File: config.mk
export PLATFORM = sky130hd
export DESIGN_NAME = event_pacer
export DESIGN_NICKNAME = d
export VERILOG_FILES = /design/src/rtl/pacer_pkg.sv /design/src/rtl/pace_cfg_decode.sv /design/src/rtl/pace_divider.sv /design/src/rtl/pace_delay.sv /design/src/rtl/event_pacer.sv
export SDC_FILE = /design/constraint.sdc
export NUM_CORES = 1
export LEC_CHECK = 0
export BUFFER_PORTS_ARGS = -buffer_cell sky130_fd_sc_hd__buf_4
export CAP_MARGIN = 5
export CORE_ASPECT_RATIO = 0.9
export CORE_MARGIN = 2
export CORE_UTILIZATION = 30
export CTS_CLUSTER_DIAMETER = 100
export CTS_CLUSTER_SIZE = 30
export DETAILED_ROUTE_END_ITERATION = 10
export PLACE_DENSITY = 0.56
export SETUP_SLACK_MARGIN = 0.3
export SLEW_MARGIN = 20
export SYNTH_ARGS = -nofsm -noshare
export SYNTH_HDL_FRONTEND = slang
export SYNTH_HIERARCHICAL = 1
export SYNTH_SLANG_ARGS = --single-unit
File: constraint.sdc
create_clock -name clk -period 3.9 [get_ports clk]
set_input_delay 0.39 -clock clk [delete_from_list [all_inputs] [get_ports clk]]
set_output_delay 0.39 -clock clk [all_outputs]
set_load 0.03 [all_outputs]
File: src/rtl/pacer_pkg.sv
package pacer_pkg;
  localparam int unsigned TIME_W = 12;
  localparam int unsigned CNT_W  = 8;

  typedef enum logic [1:0] {
    PH_IDLE = 2'd0,
    PH_RUN  = 2'd1,
    PH_FIRE = 2'd2
  } pace_ph_e;

  typedef struct packed {
    logic [TIME_W-1:0] time_lim;
    logic [CNT_W-1:0]  cnt_lim;
    logic              div_en;
    logic              dly_en;
  } pace_cfg_t;
endpackage

File: src/rtl/pace_cfg_decode.sv
module pace_cfg_decode
  import pacer_pkg::*;
#(
  parameter int unsigned CFG_W    = 32,
  parameter int unsigned TIME_LSB = 16,
  parameter int unsigned CNT_LSB  = 8,
  parameter int unsigned DIV_BIT  = 0,
  parameter int unsigned DLY_BIT  = 1
) (
  input  logic [CFG_W-1:0] cfg_word,
  output pace_cfg_t        cfg
);
  // Only the listed fields are decoded; every other bit is ignored.
  logic unused_bits;
  assign unused_bits = ^cfg_word;

  always_comb begin
    cfg.time_lim = cfg_word[TIME_LSB +: TIME_W];
    cfg.cnt_lim  = cfg_word[CNT_LSB +: CNT_W];
    cfg.div_en   = cfg_word[DIV_BIT];
    cfg.dly_en   = cfg_word[DLY_BIT];
  end
endmodule

File: src/rtl/pace_divider.sv
module pace_divider
  import pacer_pkg::*;
#(
  parameter int unsigned W = CNT_W
) (
  input  logic         clk,
  input  logic         rst_n,
  input  logic         evt,
  input  logic         en,
  input  logic [W-1:0] lim,
  input  logic         flush,
  output logic [W-1:0] cnt,
  output logic         fire,
  output logic         at_out
);
  pace_ph_e ph;
  logic [W:0] cnt_next;

  assign cnt_next = {1'b0, cnt} + {{W{1'b0}}, 1'b1};
  assign fire     = evt && en && (cnt_next >= {1'b0, lim});
  assign at_out   = (ph == PH_FIRE);

  always_ff @(posedge clk or negedge rst_n) begin
    if (!rst_n) begin
      ph  <= PH_IDLE;
      cnt <= '0;
    end else if (flush) begin
      ph  <= PH_FIRE;
      cnt <= '0;
    end else begin
      unique case (ph)
        PH_RUN: if (evt && en) cnt <= cnt_next[W-1:0];
        default: begin
          if (evt && en) begin
            ph  <= PH_RUN;
            cnt <= {{(W-1){1'b0}}, 1'b1};
          end else begin
            ph  <= PH_IDLE;
          end
        end
      endcase
    end
  end

  // with a steady nonzero limit the count never reaches it
  p_cnt_below_lim_r3: assert property (@(posedge clk) disable iff (!rst_n)
    (lim != '0 && $stable(lim)) |-> (cnt < lim));
endmodule

File: src/rtl/pace_delay.sv
module pace_delay
  import pacer_pkg::*;
#(
  parameter int unsigned W = TIME_W
) (
  input  logic         clk,
  input  logic         rst_n,
  input  logic         evt,
  input  logic         tick,
  input  logic         en,
  input  logic [W-1:0] lim,
  input  logic         flush,
  output logic [W-1:0] tim,
  output logic         fire,
  output logic         at_out
);
  pace_ph_e ph;
  logic [W:0] tim_next;

  assign tim_next = {1'b0, tim} + {{W{1'b0}}, 1'b1};
  assign fire     = en && (ph == PH_RUN) && tick && (tim_next >= {1'b0, lim});
  assign at_out   = (ph == PH_FIRE);

  always_ff @(posedge clk or negedge rst_n) begin
    if (!rst_n) begin
      ph  <= PH_IDLE;
      tim <= '0;
    end else if (flush) begin
      ph  <= PH_FIRE;
      tim <= '0;
    end else begin
      unique case (ph)
        PH_RUN: if (tick) tim <= tim_next[W-1:0];
        default: begin
          tim <= '0;
          if (evt && en) ph <= PH_RUN;
          else           ph <= PH_IDLE;
        end
      endcase
    end
  end

  // elapsed time holds in cycles without a tick
  p_time_hold_r4: assert property (@(posedge clk) disable iff (!rst_n)
    (ph == PH_RUN && !tick && !flush) |=> (tim == $past(tim)));
  // with a steady nonzero limit the elapsed time stays below it
  p_time_below_lim_r4: assert property (@(posedge clk) disable iff (!rst_n)
    (en && lim != '0 && $stable(lim)) |-> (tim < lim));
endmodule

File: src/rtl/event_pacer.sv
module event_pacer
  import pacer_pkg::*;
#(
  parameter int unsigned CFG_W    = 32,
  parameter int unsigned TIME_LSB = 16,
  parameter int unsigned CNT_LSB  = 8
) (
  input  logic              clk,
  input  logic              rst_n,
  input  logic              evt_in,
  input  logic              tick,
  input  logic [CFG_W-1:0]  cfg_word,
  output logic              evt_out,
  output logic [CNT_W-1:0]  cnt_o,
  output logic [TIME_W-1:0] time_o
);
  pace_cfg_t cfg;
  logic div_en_eff, dly_en_eff;
  logic div_fire, dly_fire, flush;
  logic div_out, dly_out;

  pace_cfg_decode #(
    .CFG_W(CFG_W), .TIME_LSB(TIME_LSB), .CNT_LSB(CNT_LSB),
    .DIV_BIT(0), .DLY_BIT(1)
  ) u_dec (
    .cfg_word(cfg_word),
    .cfg     (cfg)
  );

  // A zero count limit forces pass-through; a zero time limit parks the delay path.
  assign div_en_eff = cfg.div_en || (cfg.cnt_lim == '0);
  assign dly_en_eff = cfg.dly_en && (cfg.time_lim != '0);

  // Either limit firing flushes both machines, giving one pulse.
  assign flush = div_fire || dly_fire;

  pace_divider #(.W(CNT_W)) u_div (
    .clk(clk), .rst_n(rst_n), .evt(evt_in), .en(div_en_eff),
    .lim(cfg.cnt_lim), .flush(flush),
    .cnt(cnt_o), .fire(div_fire), .at_out(div_out)
  );

  pace_delay #(.W(TIME_W)) u_dly (
    .clk(clk), .rst_n(rst_n), .evt(evt_in), .tick(tick), .en(dly_en_eff),
    .lim(cfg.time_lim), .flush(flush),
    .tim(time_o), .fire(dly_fire), .at_out(dly_out)
  );

  assign evt_out = div_out;

  // both machines sit in their output state together
  p_joint_out_r7: assert property (@(posedge clk) disable iff (!rst_n)
    !(div_out ^ dly_out));
  // status reads zero during the output cycle
  p_out_clears_r7: assert property (@(posedge clk) disable iff (!rst_n)
    evt_out |-> (cnt_o == '0 && time_o == '0));
  // an output always follows an event or a tick
  p_out_has_cause_r3: assert property (@(posedge clk) disable iff (!rst_n)
    evt_out |-> $past(evt_in || tick));
endmodule

==> results_tabular.tex, run 1 <==
\begin{tabular}{lr}
\hline
Metric & Value \\
\hline
\multicolumn{2}{l}{\textbf{Floorplan}} \\
Starting density of the core & 31.3\% \\
Area of the die & 0.00759 sq mm \\
Height of the chip & 82.9 microns \\
Boundary pin count & 57 \\
Area inside the core boundary & 0.00662 sq mm \\
Width of the die & 91.6 microns \\
Placement row count & 28 \\
\multicolumn{2}{l}{\textbf{Routing}} \\
First-iteration detailed-routing DRC count & 81 \\
Detailed-route DRC error count & 0 \\
Final routed wirelength across all metal layers & 4680 microns \\
Via count & 1,720 \\
Detailed-route wire length per cell & 13.1 microns \\
Via/cell ratio & 4.80 \\
Count of antenna-violating nets left after detailed routing & 0 \\
Number of iterations in the first detailed-routing pass & 4 \\
\multicolumn{2}{l}{\textbf{Clock network}} \\
Max clock buf depth & 2 \\
H-tree Lvls & 1 \\
Clock latency reported for the late side of the worst-skew pair & 260 ps \\
CTS hold repair buffers & 0 \\
Number of buffers added by the clock tree synthesis step & 3 \\
Root cell of the clock tree & sky130\_fd\_sc\_hd\_\_clkbuf\_8 \\
Worst-path clk slew & 90 ps \\
Clock sinks & 24 \\
CTS tree & built \\
\multicolumn{2}{l}{\textbf{Global route}} \\
Total gr overflow & 0 \\
Number of antenna violations at the first check in global routing & 0 \\
Largest net degree at the start of global routing & 25 \\
Number of global-route vias before repair & 1,639 \\
Global-route wire length before repair & 7670 microns \\
Total track usage & 12.1\% \\
\multicolumn{2}{l}{\textbf{Critical path}} \\
FF-to-FF End & u\_div/cnt[4]\$\_DFFE\_PN0P\_ \\
Maximum fanout encountered on the critical timing path & 11 \\
Crit path DAT & 3470 ps \\
Launch point of the worst reg-to-reg path & u\_dly/tim[4]\$\_DFFE\_PN0P\_ \\
Worst endpoint required time & 4090 ps \\
Slack of the worst reg-to-reg path & 620 ps \\
Type of the worst setup path & reg -> reg \\
Nature of the critical path endpoint & flip-flop \\
Worst Reg-to-Reg Cells & 12 \\
Critical path startpoint category & flip-flop \\
\multicolumn{2}{l}{\textbf{Yosys}} \\
Syn nets & 300 \\
Synthesized instance count & 241 \\
Number of warnings issued by yosys & 6 \\
Netlist Area Pre-Place & 0.00207 sq mm \\
Mean Syn Cell Area & 8.60 sq um \\
\multicolumn{2}{l}{\textbf{Run}} \\
Number of max-capacitance violations reported & 0 \\
\multicolumn{2}{l}{\textbf{Layout}} \\
Growth of design area from synthesis to finish & 19.1\% \\
Final core occ & 37.3\% \\
Final \#Nets & 328 \\
Sequential cell area & 608 sq um \\
Diodes inserted & 0 \\
Fraction of final layout cells sized beyond drive strength 1 & 28.7\% \\
Area of the multi-input gates & 0.00119 sq mm \\
Fillers & 688 \\
\multicolumn{2}{l}{\textbf{Timing}} \\
Number of hold violations in the final report & 0 \\
Part of the cycle the worst path needs & 84.1\% \\
Relative slew slack & 78.0\% \\
TNS Setup & 0 ps \\
Unrepaired setup endpoints after global routing & no \\
Worst slew pin tran & 329 ps \\
Achievable Freq & 305 MHz \\
Number of max-slew violations in the final report & 0 \\
Time the final worst path needs with I/O delays and setup & 3280 ps \\
Final count of negative-setup-slack endpoints & 0 \\
Max Clock Skew & 3.08 ps \\
\multicolumn{2}{l}{\textbf{Power and ir drop}} \\
Leakage & 1.23 nW \\
Maximum vdd ir drop & 0.165 mV \\
Pwr/cell area & 476 mW/mm\^{}2 \\
\multicolumn{2}{l}{\textbf{Min path}} \\
Worst Hold Class & in -> async \\
\multicolumn{2}{l}{\textbf{Place}} \\
Port bufs & 46 \\
Final weighted congestion in routability-driven placement & 0.788 \\
Post-DP HPWL & 3570 microns \\
\multicolumn{2}{l}{\textbf{Run status}} \\
Run status & finished clean \\
\hline
\end{tabular}
[placed cells by master (no fill, tap or decap), types with 2 or more instances in the layout]
cell type / instances
sky130_fd_sc_hd__clkbuf_8: 3
sky130_fd_sc_hd__nor3b_1: 2
sky130_fd_sc_hd__a21o_1: 3
sky130_fd_sc_hd__buf_4: 53
sky130_fd_sc_hd__nor2b_1: 2
sky130_fd_sc_hd__nand2b_1: 2
sky130_fd_sc_hd__nor2_1: 15
sky130_fd_sc_hd__nor4_1: 5
sky130_fd_sc_hd__nand3_1: 8
sky130_fd_sc_hd__ha_2: 2
sky130_fd_sc_hd__dfrtp_2: 6
sky130_fd_sc_hd__and2_1: 2
sky130_fd_sc_hd__a21oi_1: 11
sky130_fd_sc_hd__nand4_1: 6
sky130_fd_sc_hd__xor2_1: 13
sky130_fd_sc_hd__inv_1: 23
sky130_fd_sc_hd__or3_1: 2
sky130_fd_sc_hd__dfrtp_1: 18
sky130_fd_sc_hd__nand3_2: 2
sky130_fd_sc_hd__and4_4: 2
sky130_fd_sc_hd__a22o_1: 5
sky130_fd_sc_hd__a31oi_1: 2
sky130_fd_sc_hd__xnor2_1: 13
sky130_fd_sc_hd__nand2_1: 15
sky130_fd_sc_hd__o21ai_0: 7
sky130_fd_sc_hd__nand2_2: 2
sky130_fd_sc_hd__nor3_1: 5
sky130_fd_sc_hd__and3_1: 2
sky130_fd_sc_hd__ha_1: 21
sky130_fd_sc_hd__a211oi_1: 2
[flip-flops by register name, summed over array words and instances (netlist names)]
register	cells
u_dly/tim	12
u_div/cnt	8
u_div/ph	2
u_dly/ph	2
[power by group]
part | internal (mW) | leakage, nW | switching [mW]
Combinational | 0.255 | 0.887 | 0.329
Sequential | 0.301 | 0.304 | 0.0713
Clock | 0.137 | 0.0357 | 0.0819
[per-layer routing]
metal  GRT usage (%)  vias up  share of wire, %
li1                -      860                 -
met1            18.0      809                50
met2            18.6       49                44
met3            1.72        2               5.4
met4            2.48        0              0.58
met5               0        -                 0
[area by class of cell]
type / instances / area share, %
well taps: 90 / 4.56
clock inverters: 1 / 1.22
multi-input cells: 164 / 48.3
inverters: 23 / 3.50
flip-flops and latches: 24 / 24.6
repair buffers: 53 / 16.1
clock buffers: 3 / 1.67
[critical path: stages, from the launching register on]
cell and delay (ps):
sky130_fd_sc_hd__dfrtp_2 430, sky130_fd_sc_hd__and4_4 320, sky130_fd_sc_hd__nand4_1 130, sky130_fd_sc_hd__xnor2_1 230, sky130_fd_sc_hd__ha_1 280, sky130_fd_sc_hd__a21oi_1 140, sky130_fd_sc_hd__o21ai_0 120, sky130_fd_sc_hd__a221oi_1 330
sky130_fd_sc_hd__a31oi_1 140, sky130_fd_sc_hd__or2_4 300, sky130_fd_sc_hd__or3_4 410, sky130_fd_sc_hd__or3_1 310, sky130_fd_sc_hd__o21ai_0 80
[stage by stage]
stage          hold WS, ps  total power, mW  setup WS, ps  std cells  cell area, sq um
2_1_floorplan         94.4            0.740           476        241              2070
3_3_place_gp           314            0.917           337        351              2350
3_5_place_dp           319            0.925           350        351              2350
4_1_cts               23.4             1.15           376        355              2420
5_1_grt               24.3             1.28           385        358              2470
6_report              13.6             1.18           619        358              2470
[how the worst max path moves through the flow]
stage	start	endpoint	slack [ps]	cells past startpoint
final	u_dly/tim[4]$_DFFE_PN0P_	u_div/cnt[4]$_DFFE_PN0P_	620	12
after global routing	u_dly/tim[4]$_DFFE_PN0P_	u_div/cnt[4]$_DFFE_PN0P_	390	13
after CTS	u_dly/tim[3]$_DFFE_PN0P_	u_div/cnt[4]$_DFFE_PN0P_	380	13
after detailed placement	u_dly/tim[3]$_DFFE_PN0P_	u_div/cnt[4]$_DFFE_PN0P_	350	13
after global placement	u_dly/tim[3]$_DFFE_PN0P_	u_div/cnt[4]$_DFFE_PN0P_	340	13
after floorplan	u_dly/tim[2]$_DFFE_PN0P_	u_div/cnt[4]$_DFFE_PN0P_	480	14
[what timing repair did]
| action | CTS | global route |
|---|---|---|
| hold endpoints to repair | 0 | 0 |
| pin swaps | 0 | 1 |
| setup endpoints to repair | 1 | 2 |
| buffers inserted | 0 | 3 |
| cloned | 0 | 0 |
| resized for setup | 1 | 11 |
Note: power is estimated with default switching activity, not from simulation.
==> run 2: changes to the inputs <==
ABC_AREA = 1   (was not set)
PLACE_DENSITY = 0.55   (was 0.56)
clock period = 3.1 ns   (was 3.9 ns; I/O delays follow)
==> run 2 against run 1 <==
Net effect:
- clock skew grew 1.3 ps
- register-to-register slack lost 240 ps
- first-iteration DRC count is 7.4% higher
- largest cell class unchanged
==> results_tabular.tex, run 2 <==
\begin{tabular}{lr}
\hline
Metric & Value \\
\hline
\multicolumn{2}{l}{\textbf{Layout}} \\
Diodes inserted & 0 (unchanged) \\
Final core occ & 41.4\% (was 37.3\%) \\
Fraction of final layout cells sized beyond drive strength 1 & 37.3\% (was 28.7\%) \\
Final \#Nets & 406 (was 328) \\
Register ranked first by flip-flop count & u\_dly/tim (unchanged) \\
Fin area & 0.00288 sq mm (was 0.00247 sq mm) \\
Fillers & 746 (was 688) \\
Commonest non-fill, non-tap cell in the layout & sky130\_fd\_sc\_hd\_\_buf\_4 (unchanged) \\
Top Registers & u\_dly/tim: 12 flops, u\_div/cnt: 8 flops (unchanged) \\
Growth of design area from synthesis to finish & 35.6\% (was 19.1\%) \\
Flip-flop count of the largest register after layout & 12 (unchanged) \\
Leading cell types in the layout, fill and taps excluded & 62 x sky130\_fd\_sc\_hd\_\_buf\_4, 56 x sky130\_fd\_sc\_hd\_\_inv\_1, 54 x sky130\_fd\_sc\_hd\_\_nand2\_1 (was 53 x sky130\_fd\_sc\_hd\_\_buf\_4, 23 x sky130\_fd\_sc\_hd\_\_inv\_1, 21 x sky130\_fd\_sc\_hd\_\_ha\_1) \\
\multicolumn{2}{l}{\textbf{Yosys}} \\
Number of warnings issued by yosys & 6 (unchanged) \\
Synthesized instance count & 297 (was 241) \\
Mean Syn Cell Area & 7.16 sq um (was 8.60 sq um) \\
Netlist Area Pre-Place & 0.00213 sq mm (was 0.00207 sq mm) \\
Syn nets & 356 (was 300) \\
\multicolumn{2}{l}{\textbf{Timing}} \\
Final count of negative-setup-slack endpoints & 0 (unchanged) \\
TNS Setup & 0 ps (unchanged) \\
Unrepaired setup endpoints after global routing & yes (was no) \\
Relative slew slack & 77.2\% (was 78.0\%) \\
Worst slew pin tran & 342 ps (was 329 ps) \\
Time the final worst path needs with I/O delays and setup & 2720 ps (was 3280 ps) \\
Number of hold violations in the final report & 0 (unchanged) \\
Achievable Freq & 367 MHz (was 305 MHz) \\
Number of max-slew violations in the final report & 0 (unchanged) \\
Part of the cycle the worst path needs & 87.8\% (was 84.1\%) \\
Max Clock Skew & 4.41 ps (was 3.08 ps) \\
\multicolumn{2}{l}{\textbf{Clock network}} \\
Clock sinks & 24 (unchanged) \\
Root cell of the clock tree & sky130\_fd\_sc\_hd\_\_clkbuf\_8 (unchanged) \\
Max clock buf depth & 2 (unchanged) \\
Worst-path clk slew & 90 ps (about the same) \\
H-tree Lvls & 1 (unchanged) \\
Number of buffers added by the clock tree synthesis step & 3 (unchanged) \\
Clock latency reported for the late side of the worst-skew pair & 270 ps (was 260 ps) \\
CTS tree & built (unchanged) \\
\multicolumn{2}{l}{\textbf{Floorplan}} \\
Height of the chip & 83.9 microns (was 82.9 microns) \\
Placement row count & 29 (was 28) \\
Boundary pin count & 57 (unchanged) \\
Area of the die & 0.00778 sq mm (was 0.00759 sq mm) \\
Width of the die & 92.7 microns (was 91.6 microns) \\
Starting density of the core & 30.5\% (was 31.3\%) \\
Area inside the core boundary & 0.00697 sq mm (was 0.00662 sq mm) \\
\multicolumn{2}{l}{\textbf{Global route}} \\
Global-route wire length before repair & 8460 microns (was 7670 microns) \\
Total gr overflow & 0 (unchanged) \\
Total track usage & 13.3\% (was 12.1\%) \\
Number of global-route vias before repair & 1,806 (was 1,639) \\
Number of antenna violations at the first check in global routing & 0 (unchanged) \\
Largest net degree at the start of global routing & 25 (unchanged) \\
\multicolumn{2}{l}{\textbf{Power and ir drop}} \\
Pwr/cell area & 478 mW/mm\^{}2 (was 476 mW/mm\^{}2) \\
Total power of the final layout & 1.38 mW (was 1.18 mW) \\
Maximum vdd ir drop & 0.344 mV (was 0.165 mV) \\
Leakage & 1.54 nW (was 1.23 nW) \\
\multicolumn{2}{l}{\textbf{Min path}} \\
Worst Hold Class & in -> reg (was in -> async) \\
\multicolumn{2}{l}{\textbf{Routing}} \\
First-iteration detailed-routing DRC count & 87 (was 81) \\
Detailed-route wire length per cell & 11.8 microns (was 13.1 microns) \\
Detailed-route DRC error count & 0 (unchanged) \\
Via/cell ratio & 4.39 (was 4.80) \\
Number of iterations in the first detailed-routing pass & 4 (unchanged) \\
Via count & 1,927 (was 1,720) \\
Count of antenna-violating nets left after detailed routing & 0 (unchanged) \\
Final routed wirelength across all metal layers & 5180 microns (was 4680 microns) \\
\multicolumn{2}{l}{\textbf{Critical path}} \\
Maximum fanout encountered on the critical timing path & 7 (was 11) \\
Nature of the critical path endpoint & flip-flop (unchanged) \\
Type of the worst setup path & reg -> reg (unchanged) \\
Worst endpoint required time & 3300 ps (was 4090 ps) \\
Crit path DAT & 2920 ps (was 3470 ps) \\
Critical path startpoint category & flip-flop (unchanged) \\
\multicolumn{2}{l}{\textbf{Run status}} \\
Run status & finished clean (unchanged) \\
\multicolumn{2}{l}{\textbf{Place}} \\
Port bufs & 46 (unchanged) \\
Post-DP HPWL & 3890 microns (was 3570 microns) \\
Placed inst area & 0.00251 sq mm (was 0.00235 sq mm) \\
Final weighted congestion in routability-driven placement & 0.823 (was 0.788) \\
\multicolumn{2}{l}{\textbf{Run}} \\
Number of max-capacitance violations reported & 0 (unchanged) \\
\hline
\end{tabular}
run 2: cell count changes in the layout (fill, tap and decap cells not counted), moves of 7 or more:
cell                      previous run  this run
sky130_fd_sc_hd__buf_4              53        62
sky130_fd_sc_hd__inv_1              23        56
sky130_fd_sc_hd__inv_2               0         7
sky130_fd_sc_hd__nand2_1            15        54
sky130_fd_sc_hd__nand3_1             8        15
sky130_fd_sc_hd__o21ai_1             0         9
sky130_fd_sc_hd__xnor2_1            13         0
sky130_fd_sc_hd__xor2_1             13         5
run 2: critical path, cell delays in order, from the launching register on:
cell,delay (ps)
sky130_fd_sc_hd__dfrtp_2,440
sky130_fd_sc_hd__ha_4,170
sky130_fd_sc_hd__inv_2,60
sky130_fd_sc_hd__nor2_4,40
sky130_fd_sc_hd__nand2_2,80
sky130_fd_sc_hd__xor2_2,170
sky130_fd_sc_hd__inv_1,100
sky130_fd_sc_hd__ha_4,230
sky130_fd_sc_hd__nand2_2,70
sky130_fd_sc_hd__inv_2,40
sky130_fd_sc_hd__nor2_2,100
sky130_fd_sc_hd__o21a_1,130
sky130_fd_sc_hd__nand2_1,70
sky130_fd_sc_hd__nand2_1,100
sky130_fd_sc_hd__a21oi_2,70
sky130_fd_sc_hd__or2_4,300
sky130_fd_sc_hd__nor2_1,100
sky130_fd_sc_hd__nand2_1,90
sky130_fd_sc_hd__buf_6,150
sky130_fd_sc_hd__o22ai_2,150
run 2: metal layers:
| metal | GRT usage [%] | vias up | share of wire, % |
|---|---|---|---|
| li1 | - | 1002 | - |
| met1 | 18.4 | 888 | 48 |
| met2 | 21.8 | 35 | 47 |
| met3 | 2.26 | 2 | 4.2 |
| met4 | 3.21 | 0 | 0.62 |
| met5 | 0 | - | 0 |
run 2: through the flow:
stage	std cells	worst slack [ps]	hold slack, ps
after floorplan	297	302	14.4
after global placement	425	107	245
after detailed placement	425	104	243
after CTS	431	313	303
after global routing	439	174	322
final	439	378	313
run 2: power by group:
group / internal, mW / total, mW / leakage, nW / switching [mW]
registers: 0.373 / 0.439 / 0.311 / 0.0665
logic: 0.330 / 0.742 / 1.21 / 0.411
clock network: 0.0919 / 0.196 / 0.0228 / 0.104
run 2: path summary, 6_finish.rpt:
path | start | end | slack [ps] | cells past startpoint
setup / recovery | u_dly/tim[1]$_DFFE_PN0P_ | u_dly/tim[3]$_DFFE_PN0P_ | 380 | 19
hold / removal | evt_in | u_dly/ph[0]$_DFFE_PN0P_ | 310 | 3
setup reg to reg | u_dly/tim[1]$_DFFE_PN0P_ | u_dly/tim[3]$_DFFE_PN0P_ | 380 | 19
hold reg to reg | u_dly/tim[5]$_DFFE_PN0P_ | u_dly/tim[5]$_DFFE_PN0P_ | 570 | 2
max in group asynchronous | rst_n | u_dly/tim[0]$_DFFE_PN0P_ | 2350 | 2
min in group asynchronous | rst_n | u_dly/tim[4]$_DFFE_PN0P_ | 480 | 2
run 2: final cells by class:
cell class	instances	area [sq um]	share of cell area (%)
repair buffers	69	543	18.8
flip-flops and latches	24	607	21.1
well taps	93	116	4.04
multi-input cells	185	1330	46.1
clock buffers	4	45.0	1.56
inverters	64	243	8.42
run 2: timing repair:
action,CTS,global route
endpoints found under the setup margin,20,20
gates resized for setup,8,53
pin swaps,4,21
buffers inserted,1,8
hold endpoints to repair,24,0
hold buffers,1,0
